==> config.mk <==
export PLATFORM = sky130hd
export DESIGN_NAME = flash_poll_engine
export DESIGN_NICKNAME = d
export VERILOG_FILES = /design/src/rtl/flash_poll_pkg.sv /design/src/rtl/poll_timer.sv /design/src/rtl/poll_match.sv /design/src/rtl/poll_fsm.sv /design/src/rtl/flash_poll_engine.sv
export SDC_FILE = /design/constraint.sdc
export NUM_CORES = 1
export LEC_CHECK = 0
export ABC_AREA = 0
export CAP_MARGIN = 40
export CORE_UTILIZATION = 50
export CTS_CLUSTER_SIZE = 24
export DETAILED_ROUTE_END_ITERATION = 8
export PLACE_DENSITY = 0.91
export SETUP_SLACK_MARGIN = 0.15
export SLEW_MARGIN = 25
export SYNTH_ARGS = -nofsm -noshare
export SYNTH_HDL_FRONTEND = slang
export SYNTH_SLANG_ARGS = --single-unit
==> constraint.sdc <==
create_clock -name clk_i -period 2 [get_ports clk_i]
set_input_delay 0.5 -clock clk_i [delete_from_list [all_inputs] [get_ports clk_i]]
set_output_delay 0.5 -clock clk_i [all_outputs]
set_load 0.02 [all_outputs]
==> src/rtl/flash_poll_pkg.sv <==
package flash_poll_pkg;
  typedef enum logic [2:0] {
    ST_IDLE, ST_READ, ST_CHECK, ST_CONFIRM, ST_DONE, ST_TIMEOUT
  } poll_state_e;
endpackage

==> src/rtl/poll_timer.sv <==
module poll_timer #(
  parameter int CNT_W = 16
) (
  input  logic             clk_i,
  input  logic             rst_ni,
  input  logic             load_i,
  input  logic [CNT_W-1:0] limit_i,
  input  logic             tick_i,
  output logic             expired_o
);
  localparam logic [CNT_W-1:0] CNT_MAX = '1;
  logic [CNT_W-1:0] cnt_q, lim_q;

  always_ff @(posedge clk_i or negedge rst_ni) begin
    if (!rst_ni) begin
      cnt_q <= '0;
      lim_q <= '0;
    end else if (load_i) begin
      cnt_q <= '0;
      lim_q <= limit_i;
    end else if (tick_i && cnt_q != CNT_MAX) begin
      cnt_q <= cnt_q + 1'b1;  // saturating
    end
  end

  assign expired_o = (cnt_q >= lim_q);
endmodule

==> src/rtl/poll_match.sv <==
module poll_match #(
  parameter int DATA_W   = 32,
  parameter int FLAG_BIT = 7
) (
  input  logic              clk_i,
  input  logic              rst_ni,
  input  logic              load_i,
  input  logic              erase_i,
  input  logic [DATA_W-1:0] data_i,
  input  logic              capture_i,
  input  logic [DATA_W-1:0] rd_data_i,
  output logic              flag_hit_o,
  output logic              word_miss_o
);
  logic [DATA_W-1:0] exp_q, got_q;

  always_ff @(posedge clk_i or negedge rst_ni) begin
    if (!rst_ni) begin
      exp_q <= '0;
      got_q <= '0;
    end else begin
      if (load_i)    exp_q <= erase_i ? '1 : data_i;  // erased cells read all ones
      if (capture_i) got_q <= rd_data_i;
    end
  end

  assign flag_hit_o  = (got_q[FLAG_BIT] == exp_q[FLAG_BIT]);
  assign word_miss_o = (got_q != exp_q);
endmodule

==> src/rtl/poll_fsm.sv <==
module poll_fsm
  import flash_poll_pkg::*;
(
  input  logic        clk_i,
  input  logic        rst_ni,
  input  logic        start_i,
  input  logic        rd_ack_i,
  input  logic        flag_hit_i,
  input  logic        expired_i,
  output poll_state_e state_o,
  output logic        load_o,
  output logic        capture_o,
  output logic        tick_o
);
  poll_state_e st_q, st_d;

  always_comb begin
    st_d = st_q;
    unique case (st_q)
      ST_IDLE:    if (start_i) st_d = ST_READ;
      ST_READ:    if (rd_ack_i) st_d = ST_CHECK;
      ST_CHECK: begin
        if (flag_hit_i)     st_d = ST_CONFIRM;
        else if (expired_i) st_d = ST_TIMEOUT;
        else                st_d = ST_READ;
      end
      ST_CONFIRM: if (rd_ack_i) st_d = ST_DONE;
      ST_DONE:    st_d = ST_IDLE;
      ST_TIMEOUT: st_d = ST_IDLE;
      default:    st_d = ST_IDLE;
    endcase
  end

  always_ff @(posedge clk_i or negedge rst_ni) begin
    if (!rst_ni) st_q <= ST_IDLE;
    else         st_q <= st_d;
  end

  assign state_o   = st_q;
  assign load_o    = (st_q == ST_IDLE) && start_i;
  assign capture_o = ((st_q == ST_READ) || (st_q == ST_CONFIRM)) && rd_ack_i;
  assign tick_o    = (st_q == ST_READ) || (st_q == ST_CHECK);
endmodule

==> src/rtl/flash_poll_engine.sv <==
module flash_poll_engine
  import flash_poll_pkg::*;
#(
  parameter int ADDR_W   = 24,
  parameter int DATA_W   = 32,
  parameter int FLAG_BIT = 7,
  parameter int TMO_W    = 16
) (
  input  logic              clk_i,
  input  logic              rst_ni,
  input  logic              start_i,
  input  logic [ADDR_W-1:0] start_addr_i,
  input  logic [DATA_W-1:0] start_data_i,
  input  logic              start_erase_i,
  input  logic [TMO_W-1:0]  tmo_limit_i,
  output logic              rd_req_o,
  output logic [ADDR_W-1:0] rd_addr_o,
  input  logic              rd_ack_i,
  input  logic [DATA_W-1:0] rd_data_i,
  output logic              busy_o,
  output logic              done_o,
  output logic              timeout_o,
  output logic              mismatch_o
);
  poll_state_e       state;
  logic              load, capture, tick, flag_hit, word_miss, expired;
  logic [ADDR_W-1:0] addr_q;

  poll_fsm u_fsm (
    .clk_i, .rst_ni, .start_i, .rd_ack_i,
    .flag_hit_i(flag_hit), .expired_i(expired),
    .state_o(state), .load_o(load), .capture_o(capture), .tick_o(tick)
  );

  poll_match #(.DATA_W(DATA_W), .FLAG_BIT(FLAG_BIT)) u_match (
    .clk_i, .rst_ni, .load_i(load), .erase_i(start_erase_i),
    .data_i(start_data_i), .capture_i(capture), .rd_data_i,
    .flag_hit_o(flag_hit), .word_miss_o(word_miss)
  );

  poll_timer #(.CNT_W(TMO_W)) u_timer (
    .clk_i, .rst_ni, .load_i(load), .limit_i(tmo_limit_i),
    .tick_i(tick), .expired_o(expired)
  );

  always_ff @(posedge clk_i or negedge rst_ni) begin
    if (!rst_ni)   addr_q <= '0;
    else if (load) addr_q <= start_addr_i;
  end

  assign rd_addr_o  = addr_q;
  assign rd_req_o   = (state == ST_READ) || (state == ST_CONFIRM);
  assign busy_o     = (state != ST_IDLE);
  assign done_o     = (state == ST_DONE);
  assign timeout_o  = (state == ST_TIMEOUT);
  assign mismatch_o = (state == ST_DONE) && word_miss;
endmodule

==> results of run 1 <==
[placed cells by master, fill, tap and decap left out, types with 3 or more instances in the layout]
| cell | n |
|---|---|
| a21oi_1 | 11 |
| buf_12 | 7 |
| buf_4 | 16 |
| buf_6 | 6 |
| bufinv_16 | 3 |
| clkbuf_16 | 17 |
| clkdlybuf4s50_1 | 107 |
| clkinv_2 | 3 |
| clkinvlp_4 | 4 |
| dfrtp_1 | 119 |
| dfrtp_2 | 4 |
| dlygate4sd2_1 | 24 |
| ha_1 | 14 |
| ha_4 | 3 |
| inv_1 | 21 |
| mux2_2 | 31 |
| mux2i_1 | 6 |
| nand2_1 | 170 |
| nand3_1 | 6 |
| nand4_1 | 16 |
| nor2_1 | 10 |
| nor4_2 | 3 |
| o21ai_0 | 52 |
| xnor2_1 | 32 |
| xnor2_2 | 3 |
| xor2_1 | 5 |
[registers in the layout (all words and copies together) (netlist names)]
signal	cells
rd_addr_o	24
u_fsm.state_o	3
u_timer.cnt_q	16
u_match.got_q	32
u_match.exp_q	32
u_timer.lim_q	16
[layout make-up]
cell class | count | share of cell area
sequential | 123 | 0.381
clock buffer | 21 | 0.0569
multi-input combinational | 399 | 0.313
inverter | 21 | 0.00973
tap | 140 | 0.0216
clock inverter | 11 | 0.0178
timing repair buffer | 162 | 0.201
[metal layers]
layer	wire length (um)	vias to the layer above	track usage
met4	329	0	0.107
met1	5690	2309	0.284
met5	0	-	0
li1	-	2197	-
met2	7680	203	0.449
met3	912	26	0.0652
[power by group through the flow]
stage	sequential [mW]	combinational [mW]	clock [mW]
3_5_place_dp	4.37	4.51	0
2_1_floorplan	4.48	2.67	0
5_1_grt	4.47	5.09	3.28
4_1_cts	4.35	4.48	3.14
6_report	4.36	4.63	3.11
3_3_place_gp	4.27	4.28	0
[final timing paths]
| path | cells after the start | to | start | slack (ns) |
|---|---|---|---|---|
| setup / recovery | 5 | mismatch_o | u_match.exp_q[1]$_DFFE_PN0P_ | -0.25 |
| hold / removal | 2 | u_timer.lim_q[10]$_DFFE_PN0P_ | rst_ni | 0.46 |
| setup reg to reg | 6 | u_fsm.state_o[2]$_DFFE_PN0P_ | u_timer.cnt_q[7]$_DFFE_PN0P_ | 0.17 |
| hold reg to reg | 2 | rd_addr_o[19]$_DFFE_PN0P_ | rd_addr_o[19]$_DFFE_PN0P_ | 0.47 |
| max in group asynchronous | 3 | u_match.got_q[8]$_DFFE_PN0P_ | rst_ni | 1.00 |
| min in group clk_i | 2 | rd_addr_o[19]$_DFFE_PN0P_ | rd_addr_o[19]$_DFFE_PN0P_ | 0.47 |
[stage by stage]
stage / power, mW / hold WS [ns] / instances
floorplan: 7.15 / 0.204 / 571
global placement: 8.55 / 0.345 / 837
detailed placement: 8.88 / 0.348 / 837
CTS: 12.0 / 0.449 / 871
global route: 12.8 / 0.476 / 877
finish: 12.1 / 0.462 / 877
[kinds of logic after synthesis]
| logic type | count (synthesis) | synth area share |
|---|---|---|
| xor+xnor | 40 | 0.0629 |
| buf+inv | 49 | 0.0367 |
| fa+ha+maj | 17 | 0.0374 |
| mux | 38 | 0.0739 |
| simple gates | 228 | 0.174 |
| compound gates | 76 | 0.0743 |
| flops | 123 | 0.541 |
[timing repair]
item | CTS | global route
setup buffers | 1 | 6
resized for setup | 59 | 17
hold endpoints to repair | 8 | 0
cloned | 0 | 0
pin swaps | 6 | 10
endpoints found under the setup margin | 30 | 11
hold buffers | 1 | 0
==> flow_summary.toml, run 1 <==
[die]
die_h_um = 109
die_area_mm2 = 0.0118
start_util = 0.518
fp-row-count = 38
die_w_um = 109
io_pins = 138
core-area_mm2 = 0.0110

[power_and_ir_drop]
pwr-share-comb = 0.382
clockPowerShare = 0.257
ir_drop_v = 0.000710
power_leakage_nw = 3.76
switching_share = 0.352
power_density_mw_per_mm2 = 1490
p_switching_mw = 4.26
power_frac_seq = 0.361
cell_internal_pwr_mw = 7.84

[setup_path]
critPathBufInv = 1
path_max_fanout = 2
worst_path_max_delay_cell = "dfrtp_1"
setup.worst_path.class = "flip-flop to output pin"
slowest_delay_ns = 0.40
critical-path-top-delay-family = "simple AND/OR/NAND/NOR gates"
arrival_ns = 1.75
worstSetupStartpointType = "flip-flop"
cp.required_ns = 1.50
end_kind = "output pin"
worstPathCellList = "xnor2_1, nand4_1, nor4_2, a21boi_1, buf_4"

[yosys]
yosysWarnings = 0
yosysMostFrequentCell = "nand2_1"
synth_top_area_frac = 0.541
yosysUniqueCellTypes = 44
synth_flop_cell = "dfrtp_1"
syn_area_mm2 = 0.00569
ys_ff_latch = 123
async_flop_share = 1.00
synth_seq_area_share = 0.541
synth_common_cells = "171 x nand2_1, 123 x dfrtp_1, 53 x o21ai_0"
synth_edf_count = 0
syn_nets = 697
postSynthAreaPerCell_um2 = 9.97
yosys.area.top_type = "dfrtp_1"
syn_inst = 571
netlist_top_cells_area = "dfrtp_1 54%, nand2_1 11%, mux2_2 6.1%, xnor2_1 5.2%, o21ai_0 4.7%"

[grt]
grt_max_degree = 67
globalRouteOverflowTotal = 0
antenna_found_initial = 0
grt_pass1_wl_mm = 22.4
grt_pass1_vias = 4855
track_usage = 0.252

[timing]
max_freq_ghz = 0.445
final-hold-violation-count = 0
tns_ns = -0.248
setup_viol = 1
period_needed_ns = 2.25
period_share = 1.12
skew_ns = 0.00590
maxSlewViolCount = 0
setup_slack_ns = -0.248
worst_pin_slew_ns = 0.546
rsz0062_at_grt = "true"
slew_headroom = 0.635

[worst_hold_path]
hp-class = "input port to asynchronous set/reset pin"

[route]
routed_wl_mm = 14.6
drc = 0
vias_per_cell = 5.40
first_pass_iters = 5
drtAntennaViolNets = 0
vias = 4735
wire_per_inst_um = 16.7
drt_iter0_markers = 236

[finish]
multi_input_area_mm2 = 0.00253
n_fill_cell = 765
seq_area_mm2 = 0.00308
layout.nets = 850
post-route-util = 0.737
antenna_cells = 0
syn_to_final_growth_pct = 42.3
fin_area_mm2 = 0.00810
drive_gt1_frac = 0.163

[clock_tree]
cts_made_buffers = 17
htree_num_levels = 4
cts_num_sinks = 123
cts_buffer_depth = 2
clk_pin_slew_worst_paths_ns = 0.05
cts_root_buf = "clkbuf_16"
cts_tree = "done"
clk_latency_ns = 0.41

[place]
portBuffers = 137
place_ws_ns = -0.262
place_congestion = 0.812
dp_hpwl_mm = 9.79
place_area_mm2 = 0.00733

[status]
violations = "setup timing"
outcome = "finished, violations left"

[run]
maxCapViolCount = 0
(Power assumes the default switching activity.)
==> run 2, diff against run 1 <==
- CORE_ASPECT_RATIO: unset -> 0.75
- PLACE_DENSITY: 0.91 -> unset
- PLACE_DENSITY_LB_ADDON: unset -> 0.3
==> run 2 against run 1 <==
Effect of this change: sequential share of layout area fell by 1.1 points; the flow finishes with violations (DRC, setup timing); combinational power rose by 6.0%; largest cell class unchanged; global-route usage rose by 0.98 points; largest power group unchanged; setup slack got worse by 0.080 ns; flip-flop and latch count did not move; clock power rose by 15%; register-to-register slack barely moved; core utilization rose by 2.1 points; clock-buffer cell count fell by 2; critical path type unchanged; non-clock buffer count rose by 11; first-iteration DRC count rose by 49%.
==> flow_summary.toml, run 2 (synthesis gave the netlist of run 1 again) <==
[worst_hold_path]
hp-class = "flip-flop to flip-flop"

[setup_path]
worst_path_max_delay_cell = "dfrtp_1"
setup.worst_path.class = "flip-flop to output pin"
end_kind = "output pin"
worstSetupStartpointType = "flip-flop"
arrival_ns = 1.83
cp.required_ns = 1.50
crit_top_cell = "buf_4"
path_max_fanout = 2
worstPathCellList = "xnor2_1, nand4_1, nor4_2, buf_4, a21boi_2, buf_4"
critical-path-top-delay-family = "simple AND/OR/NAND/NOR gates"
critPathBufInv = 2
slowest_delay_ns = 0.39

[grt]
grt_pass1_wl_mm = 23.7
globalRouteOverflowTotal = 0
track_usage = 0.261
grt_max_degree = 63
use_met3 = 0.0793
grtUsageMet2 = 0.434
antenna_found_initial = 0
grt_pass1_vias = 4769
grt_use_met1 = 0.338
grt_busiest_layer = "met2"

[place]
dp_hpwl_mm = 9.69
portBuffers = 137
place_congestion = 0.763

[status]
violations = "DRC, setup timing"
outcome = "finished, violations left"

[die]
fp-row-count = 33
core-area_mm2 = 0.0110
start_util = 0.518
die_w_um = 125
die_h_um = 94.4
die_area_mm2 = 0.0118
io_pins = 138

[route]
vias = 4667
first_pass_iters = 6
vias_per_cell = 5.26
drt_iter0_markers = 352
drtAntennaViolNets = 0
wire_per_inst_um = 17.1
routed_wl_mm = 15.2
drc = 8

[timing]
hold_ws_ns = 0.469
setup_slack_ns = -0.328
final-hold-violation-count = 0
worst_pin_slew_ns = 0.432
period_needed_ns = 2.33
max_freq_ghz = 0.430
setup_viol = 2
slew_headroom = 0.712
maxSlewViolCount = 0
skew_ns = 0.00977
rsz0062_at_grt = "true"
period_share = 1.16

[power_and_ir_drop]
power_frac_seq = 0.340
p_switching_mw = 4.43
cell_internal_pwr_mw = 8.41
switching_share = 0.345
ir_drop_v = 0.000894
power_density_mw_per_mm2 = 1540
pwr-share-comb = 0.382
clockPowerShare = 0.278
power_leakage_nw = 3.92

[finish]
drive_gt1_frac = 0.166
syn_to_final_growth_pct = 46.4
layout.nets = 861
n_fill_cell = 735
final_common_cell = "nand2_1"
layout_common_cells = "170 x nand2_1, 123 x dfrtp_1, 107 x clkdlybuf4s50_1"
antenna_cells = 0
post-route-util = 0.759

[clock_tree]
cts_tree = "done"
htree_num_levels = 4
clk_pin_slew_worst_paths_ns = 0.06
cts_buffer_depth = 2
clk_latency_ns = 0.42
cts_made_buffers = 17
cts_root_buf = "clkbuf_16"
cts_num_sinks = 123

[run]
maxCapViolCount = 0
-- run 2: cell count changes in the layout (fill, tap and decap cells not counted), sizes merged --
cell / previous run / this run
bufinv: 3 / 6
inv: 21 / 23
buf: 30 / 37
clkinvlp: 4 / 1
clkbuf: 21 / 23
-- run 2: cell type report --
class                   count  area, um2  area share
clock buffers              19        453      0.0544
clock inverters            13        236      0.0284
inverters                  21       78.8     0.00946
multi-input cells         399       2500       0.300
flip-flops and latches    123       3080       0.369
well taps                 140        175      0.0210
repair buffers            173       1810       0.217
-- run 2: worst paths after layout --
kind	endpoint	cells past startpoint	slack (ns)	startpoint
max	mismatch_o	6	-0.33	u_match.got_q[30]$_DFFE_PN0P_
min	rd_addr_o[3]$_DFFE_PN0P_	2	0.47	rd_addr_o[3]$_DFFE_PN0P_
max reg2reg	u_timer.lim_q[11]$_DFFE_PN0P_	8	0.18	u_fsm.state_o[1]$_DFFE_PN0P_
min reg2reg	rd_addr_o[3]$_DFFE_PN0P_	2	0.47	rd_addr_o[3]$_DFFE_PN0P_
max in group asynchronous	u_match.exp_q[6]$_DFFE_PN0P_	3	0.89	rst_ni
min in group asynchronous	u_timer.lim_q[10]$_DFFE_PN0P_	2	0.51	rst_ni
-- run 2: layer usage --
layer / share of wire / vias to the layer above
li1: - / 2229
met1: 0.45 / 2281
met2: 0.48 / 139
met3: 0.060 / 18
met4: 0.010 / 0
met5: 0 / -
-- run 2: timing repair --
item                       CTS  global route
hold buffers                 1             0
pin swaps                    6             9
hold endpoints to repair    14             0
gates cloned                 0             5
setup endpoints to repair   32            64
gates resized for setup     61            17
buffers inserted             4             3
-- run 2: metrics by stage --
| stage | setup slack (ns) | instance area (um2) | cells | total power, mW | setup TNS, ns |
|---|---|---|---|---|---|
| after floorplan | 0.185 | 5700 | 571 | 7.15 | 0 |
| after global placement | -0.366 | 7360 | 843 | 8.64 | -0.686 |
| after detailed placement | -0.377 | 7360 | 843 | 8.88 | -0.747 |
| after CTS | -0.385 | 8110 | 880 | 12.5 | -0.447 |
| after global routing | -0.433 | 8330 | 888 | 13.6 | -0.543 |
| final | -0.328 | 8330 | 888 | 12.8 | -0.401 |
-- run 2: power groups by stage --
stage / Combinational, mW / Sequential [mW] / Clock, mW
after floorplan: 2.67 / 4.48 / 0
after global routing: 5.40 / 4.49 / 3.73
final: 4.91 / 4.37 / 3.57
after global placement: 4.36 / 4.28 / 0
after CTS: 4.57 / 4.36 / 3.61
after detailed placement: 4.51 / 4.37 / 0
-- run 2: tightest hold or removal path, cell delays in order, from the launching register on --
cell	delay, ns
dfrtp_1	0.34
nand2_1	0.05
nand2_1	0.05
